`config.mk`:
```
export PLATFORM = sky130hd
export DESIGN_NAME = lpstop_ctrl
export DESIGN_NICKNAME = d
export VERILOG_FILES = /design/src/rtl/lpstop_pkg.sv /design/src/rtl/lpstop_wake_cmp.sv /design/src/rtl/lpstop_capture.sv /design/src/rtl/lpstop_fsm.sv /design/src/rtl/lpstop_ctrl.sv
export SDC_FILE = /design/constraint.sdc
export NUM_CORES = 1
export LEC_CHECK = 0
export BUFFER_PORTS_ARGS = -buffer_cell sky130_fd_sc_hd__buf_2
export CORE_AREA = 2 2 39 41
export DETAILED_ROUTE_END_ITERATION = 16
export DIE_AREA = 0 0 41 43
export PLACE_DENSITY = 0.65
export SLEW_MARGIN = 10
export SYNTH_ARGS = -nofsm -noshare
export SYNTH_HDL_FRONTEND = slang
export SYNTH_SLANG_ARGS = --single-unit
```
`constraint.sdc`:
```
create_clock -name clk -period 2.8 [get_ports clk]
set_input_delay 0.28 -clock clk [delete_from_list [all_inputs] [get_ports clk]]
set_output_delay 0.28 -clock clk [all_outputs]
set_load 0.02 [all_outputs]
```
`src/rtl/lpstop_pkg.sv`:
```
package lpstop_pkg;

    typedef enum logic [1:0] {
        ST_RUN     = 2'd0,
        ST_STOPPED = 2'd1,
        ST_WAKE    = 2'd2
    } lp_state_t;

endpackage

```
`src/rtl/lpstop_wake_cmp.sv`:
```
module lpstop_wake_cmp #(
    parameter int NUM_SRC = 2,
    parameter int LVL_W   = 3
) (
    input  logic [NUM_SRC*LVL_W-1:0] req_lvl,
    input  logic [LVL_W-1:0]         mask,
    output logic                     hit
);

    logic [NUM_SRC-1:0] above;

    // One strict comparator per request source
    for (genvar g = 0; g < NUM_SRC; g++) begin : g_src
        assign above[g] = (req_lvl[g*LVL_W +: LVL_W] > mask);
    end

    assign hit = |above;

endmodule

```
`src/rtl/lpstop_capture.sv`:
```
module lpstop_capture #(
    parameter int LVL_W = 3
) (
    input  logic             clk,
    input  logic             rst_n,
    input  logic             load,
    input  logic [LVL_W-1:0] mask_in,
    input  logic             gate_in,
    output logic [LVL_W-1:0] mask_q,
    output logic             gate_q
);

    // Mask and gating choice are frozen from stop entry until next entry
    always_ff @(posedge clk or negedge rst_n) begin
        if (!rst_n) begin
            mask_q <= '0;
            gate_q <= 1'b0;
        end else if (load) begin
            mask_q <= mask_in;
            gate_q <= gate_in;
        end
    end

endmodule

```
`src/rtl/lpstop_fsm.sv`:
```
module lpstop_fsm
    import lpstop_pkg::*;
#(
    parameter int NUM_CLK_EN = 4
) (
    input  logic                  clk,
    input  logic                  rst_n,
    input  logic                  stop_cmd,
    input  logic                  wake_hit,
    input  logic                  gate_q,
    output lp_state_t             state,
    output logic                  capture,
    output logic [NUM_CLK_EN-1:0] clk_en,
    output logic                  wdog_en,
    output logic                  mon_en,
    output logic                  in_stop,
    output logic                  wake
);

    localparam logic [NUM_CLK_EN-1:0] ALL_ON = {NUM_CLK_EN{1'b1}};

    lp_state_t nxt;

    // Next-state selection
    always_comb begin
        nxt = state;
        unique case (state)
            ST_RUN: begin
                if (stop_cmd) nxt = wake_hit ? ST_WAKE : ST_STOPPED;
            end
            ST_STOPPED: begin
                if (wake_hit) nxt = ST_WAKE;
            end
            ST_WAKE: nxt = ST_RUN;
            default: nxt = ST_RUN;
        endcase
    end

    // State register
    always_ff @(posedge clk or negedge rst_n) begin
        if (!rst_n) state <= ST_RUN;
        else        state <= nxt;
    end

    assign capture = (state == ST_RUN) && stop_cmd;

    // Moore outputs
    always_comb begin
        clk_en  = ALL_ON;
        wdog_en = 1'b1;
        mon_en  = 1'b1;
        in_stop = 1'b0;
        wake    = 1'b0;
        unique case (state)
            ST_RUN: ;
            ST_STOPPED: begin
                clk_en  = gate_q ? '0 : ALL_ON;
                wdog_en = 1'b0;
                mon_en  = 1'b0;
                in_stop = 1'b1;
            end
            ST_WAKE: wake = 1'b1;
            default: ;
        endcase
    end

endmodule

```
`src/rtl/lpstop_ctrl.sv`:
```
module lpstop_ctrl
    import lpstop_pkg::*;
#(
    parameter int NUM_SRC    = 2,
    parameter int LVL_W      = 3,
    parameter int NUM_CLK_EN = 4
) (
    input  logic                     clk,
    input  logic                     rst_n,
    input  logic                     stop_cmd,
    input  logic [LVL_W-1:0]         cur_mask,
    input  logic                     gate_clk,
    input  logic [NUM_SRC*LVL_W-1:0] req_lvl,
    output logic [NUM_CLK_EN-1:0]    clk_en,
    output logic                     wdog_en,
    output logic                     bus_mon_en,
    output logic                     halt_mon_en,
    output logic                     spur_mon_en,
    output logic                     pit_en,
    output logic                     in_stop,
    output logic                     wake
);

    lp_state_t        state;
    logic             capture;
    logic             gate_q;
    logic [LVL_W-1:0] mask_q;
    logic [LVL_W-1:0] cmp_mask;
    logic             wake_hit;
    logic             mon_en;

    // In RUN the live mask decides a shortcut; otherwise the stored one
    assign cmp_mask = (state == ST_RUN) ? cur_mask : mask_q;

    lpstop_wake_cmp #(.NUM_SRC(NUM_SRC), .LVL_W(LVL_W)) u_cmp (
        .req_lvl (req_lvl),
        .mask    (cmp_mask),
        .hit     (wake_hit)
    );

    lpstop_capture #(.LVL_W(LVL_W)) u_cap (
        .clk     (clk),
        .rst_n   (rst_n),
        .load    (capture),
        .mask_in (cur_mask),
        .gate_in (gate_clk),
        .mask_q  (mask_q),
        .gate_q  (gate_q)
    );

    lpstop_fsm #(.NUM_CLK_EN(NUM_CLK_EN)) u_fsm (
        .clk      (clk),
        .rst_n    (rst_n),
        .stop_cmd (stop_cmd),
        .wake_hit (wake_hit),
        .gate_q   (gate_q),
        .state    (state),
        .capture  (capture),
        .clk_en   (clk_en),
        .wdog_en  (wdog_en),
        .mon_en   (mon_en),
        .in_stop  (in_stop),
        .wake     (wake)
    );

    assign bus_mon_en  = mon_en;
    assign halt_mon_en = mon_en;
    assign spur_mon_en = mon_en;
    assign pit_en      = 1'b1;

endmodule

```
# Word-level counts from Yosys, hierarchy flattened
# Index checks and enable logic that the tools add are counted.
# Widths: inputs -> output; s select.
op_classes:
  shift: 0
  n_addsub: 0
  n_eq_ne: 4
  magnitude_cmp: 2
  div: 0
  n_reduce_logical: 4
  n_bitwise: 0
  muxes: 10
  n_mul: 0
op_table:
  columns: ["op", "count"]
  rows:
  - ["$mux 4", 2]
  - ["$gt 3x3->1", 2]
  - ["$mux 2", 3]
  - ["$pmux 2 s2", 1]
  - ["$mux 1", 3]
  - ["$mux 3", 1]
  - ["$eq 2x1->1 const B", 1]
  - ["$eq 2x2->1 const B", 1]
  - ["$logic_not 2->1", 1]
  - ["$ne 2x1->1 const B", 1]
  - ["$ne 2x2->1 const B", 1]
  - ["$reduce_and 2->1", 1]
  - ["$reduce_or 2->1", 1]
  - ["$logic_and 1x1->1", 1]
totals:
  ramBits: 0
  wordCells: 23
  reg_bits: 6
  latch_bits: 0
  inputBits: 13
  output_inout_bits: 11
  memories: 0
  romBits: 0

# Depth between registers and ports, before layout
depth:
  word_depth: 7
  mapped_depth: 7

# Hierarchy
# From an unflattened synthesis, not the netlist that was laid out.
unflattened:
  cells_unflattened: 49
  area_unflattened_um2: 499.2
by_module_without_submodules:
  columns: ["mod", "area_per_inst_um2", "cells_each", "instances"]
  rows:
  - ["lpstop_wake_cmp", 148.9, 19, 1]
  - ["lpstop_capture", 145.1, 8, 1]
  - ["lpstop_fsm", 138.9, 14, 1]
  - ["lpstop_ctrl", 66.3, 8, 1]

# Worst setup path before layout
# OpenSTA, ideal clock, no wires.
synth_timing:
  path_type: "reg2reg"
  start: "register u_fsm.state[0]"
  end: "register u_fsm.state[0]"
  period_less_slack_ns: 1.863
  required_time_ns: 2.680
  arrival_ns: 1.743
  stages_incl_launch_ff: 8
  slack_ns: 0.937
  setup_ns: 0.120
  cell_sequence: "dfrtp_1 nor2_1 mux2_2 ha_1 nor2_1 nand3_1 a41o_1 and3b_1"
synth_between:
  elab_chain_cells: 7
  word_cells_on_any_way: 12
synth_lines:
  columns: ["element", "line", "source"]
  rows:
  - ["start: declaration", "lpstop_fsm.sv:11", "output lp_state_t state,"]
  - ["start signal: assignment", "lpstop_fsm.sv:42", "else state <= nxt;"]
  - ["$logic_not 2->1", "lpstop_fsm.sv:27, lpstop_ctrl.sv:33", null]
  - ["$mux 3", "lpstop_ctrl.sv:33", "assign cmp_mask = (state == ST_RUN) ? cur_mask : mask_q;"]
  - ["$gt 3x3->1", "lpstop_wake_cmp.sv:14", "assign above[g] = (req_lvl[g*LVL_W +: LVL_W] > mask);"]
  - ["$reduce_or 2->1", "lpstop_wake_cmp.sv:17", "assign hit = |above;"]
  - ["$mux 2 (2 in a row)", "lpstop_fsm.sv:29", "if (stop_cmd) nxt = wake_hit ? ST_WAKE : ST_STOPPED;"]
  - ["$pmux 2 s2", "lpstop_fsm.sv:27", "unique case (state)"]
# Several ways; a longest one is shown, not always the timed one. The select of a mux whose other input is x is not followed.
# A chain may end at the register's enable or synchronous reset.

# Final worst setup path
# Same ends and word-level chain as after synthesis.

==> impl_metrics.toml <==
[outcome]
run_status = "finished, final reports clean"

[yosys]
synth_seq_area_share_pct = 33.33
synth_ff_type = "dfrtp_1"
avgSynthCellArea_sq_um = 9.384
yosys-top-cells-area = "dfrtp_1, mux2_2, buf_4"
yosysMostFrequentCell = "buf_4"
synth_edf_count = 0
synth_cells = 48
ys_async_sr_fraction_pct = 100.0
yosysTopAreaCell = "dfrtp_1"
synth.cells.most_frequent = "buf_4, dfrtp_1, mux2_2"
syn_area_sq_um = 450.4
yosys_warnings = 0
ys_ff_latch = 6
syn-num-nets = 63
synth_cell_type_count = 21
synth_top_area_share_pct = 33.33

[setup_path]
cp_data_required_time_ns = 2.92
critPathLaunch = "u_fsm.state[0]"
cp_slowest_cell = "dfrtp_1"
end_kind = "flop"
start_kind = "flop"
critPathKind = "flop to flop"
critPathArrivalTime_ns = 2.08
path_cells = "nor2_1 > mux2_2 > ha_1 > nor2_1 > nand3_1 > a41o_1 > and3b_1"
cpPeakStageDelay_ns = 0.42
crit_top_cell = "nor2_1"
path_max_fanout = 8
r2r-start = "u_fsm.state[0]"

[layout]
syn2layout_area_growth_pct = 24.44
drive_above_1_share_pct = 47.76
layout.nets = 84
diodes = 0
fillers = 135

[floorplanning]
start_util_pct = 32.55
coreArea_sq_um = 1384
dieArea_sq_um = 1763
fp-row-count = 14
die_h_um = 43
io_pins = 24
die_w_um = 41

[place]
port_buffers = 22
place_ws_ns = 0.8168
gp_routability_congestion = 0.6664
place_hpwl_um = 700.6

[timing]
setup_viol = 0
rsz0062_at_grt = "false"
slew_violations = 0
setup_slack_ns = 0.8346
fin_crit_ns = 1.965
min_period_over_period_pct = 70.19
hold_violations = 0
finalSetupTns_ns = 0
holdWs_ns = 0.2778
worst_clock_skew_ns = 0.003436
fmax_mhz = 508.8

[clock_network]
htree_num_levels = 1
clock_insertion_delay_worst_skew_ns = 0.24
cts.path.max_buffers = 2
cts_tree = "yes"
clock_sinks = 6
clockRootBuffer = "clkbuf_4"
cts_made_buffers = 3
cts_resized = 0
post_cts_buffers = 0
cts.clk_slew.worst_paths_ns = 0.04
hold_buffers = 1

[detailed_routing]
route.vias.total = 377
ant_nets = 0
drt_iter0_drc = 2
wl_per_cell_um = 9.434
vias_per_cell = 4.542
totalWireLength_um = 783
first_pass_iters = 2
drc = 0

[global_routing]
grt_use_total_pct = 10.74
grt_overflow_total = 0
grt_pass1_wl_mm = 1.262
first_global_vias = 344
grt_max_degree = 9
antenna_found_initial = 0

[power]
irDropWorstVdd_mv = 0.2951
power_density_nw_per_um2 = 1002
p_leak_nw = 0.2925

[min_path]
worstHoldStart = "gate_clk"
hp-class = "input port to flop"

[run]
max_cap_viol_count = 0
placed cells by master, fill, tap and decap left out, drive strengths merged, types with 3 or more instances in the layout:
master   n
buf     22
dfrtp    6
mux2     5
nor2     3
inv      3
nand2    3
a21oi    3
clkbuf   3
flip-flops by register name, summed over array words and instances (netlist names):
register	count
u_cap.gate_q	1
u_fsm.state	2
u_cap.mask_q	3
worst paths after layout:
path	end	slack (ns)	cells after the start
hold reg to reg	u_cap.mask_q[0]	0.50	1
hold / removal	u_cap.gate_q	0.28	2
setup / recovery	u_fsm.state[0]	0.83	7
setup reg to reg	u_fsm.state[0]	0.83	7
min in group asynchronous	u_fsm.state[1]	0.39	2
max in group asynchronous	u_fsm.state[0]	2.27	2
final cells by class:
| type | instances | area (sq um) | share of cell area [%] |
|---|---|---|---|
| multi-input combinational | 32 | 236.5 | 42.19 |
| sequential | 6 | 150.1 | 26.79 |
| timing repair buffer | 23 | 120.1 | 21.43 |
| clock buffer | 3 | 22.52 | 4.018 |
| tap | 16 | 20.02 | 3.571 |
| inverter | 3 | 11.26 | 2.009 |
power by group:
| part | leakage (nW) | internal (mW) | switching [mW] |
|---|---|---|---|
| Combinational | 0.206 | 0.150 | 0.175 |
| Sequential | 0.0731 | 0.129 | 0.0318 |
| Clock | 0.0138 | 0.0482 | 0.0272 |
| Total | 0.292 | 0.327 | 0.234 |
through the flow:
stage / instance area [sq um] / instances / power (mW) / util (%)
6_report: 560.5 / 83 / 0.5616 / 40.51
5_1_grt: 560.5 / 83 / 0.6145 / 40.51
3_3_place_gp: 528.0 / 79 / 0.4848 / 38.16
3_5_place_dp: 528.0 / 79 / 0.4926 / 38.16
4_1_cts: 560.5 / 83 / 0.5729 / 40.51
2_1_floorplan: 450.4 / 48 / 0.4367 / -
per-layer routing:
layer  share of wire (%)  global-route usage, %  vias to the layer above
li1                    -                      -                      197
met1                  39                  11.92                      175
met2                  56                  17.19                        5
met3                 4.6                  1.571                        0
met4                   0                  8.000                        0
met5                   0                      0                        -
critical path, delay by kind of cell (launching register included):
kind                       cells  cell delay [ns]
DFF                            1             0.42
AOI/OAI and AO/OA              1             0.23
adders and majority gates      1             0.27
and+or+nand+nor                4             0.56
muxes                          1             0.36
cells by family after synthesis:
kind of cell	Yosys count	synth area share, %
AOI/OAI and AO/OA	10	15.56
adders and majority gates	2	5.555
buffers and inverters	10	14.17
DFF	6	33.33
muxes	5	12.50
other	1	0.8325
and+or+nand+nor	14	18.06
No activity file was read; power rests on OpenSTA's default activity.
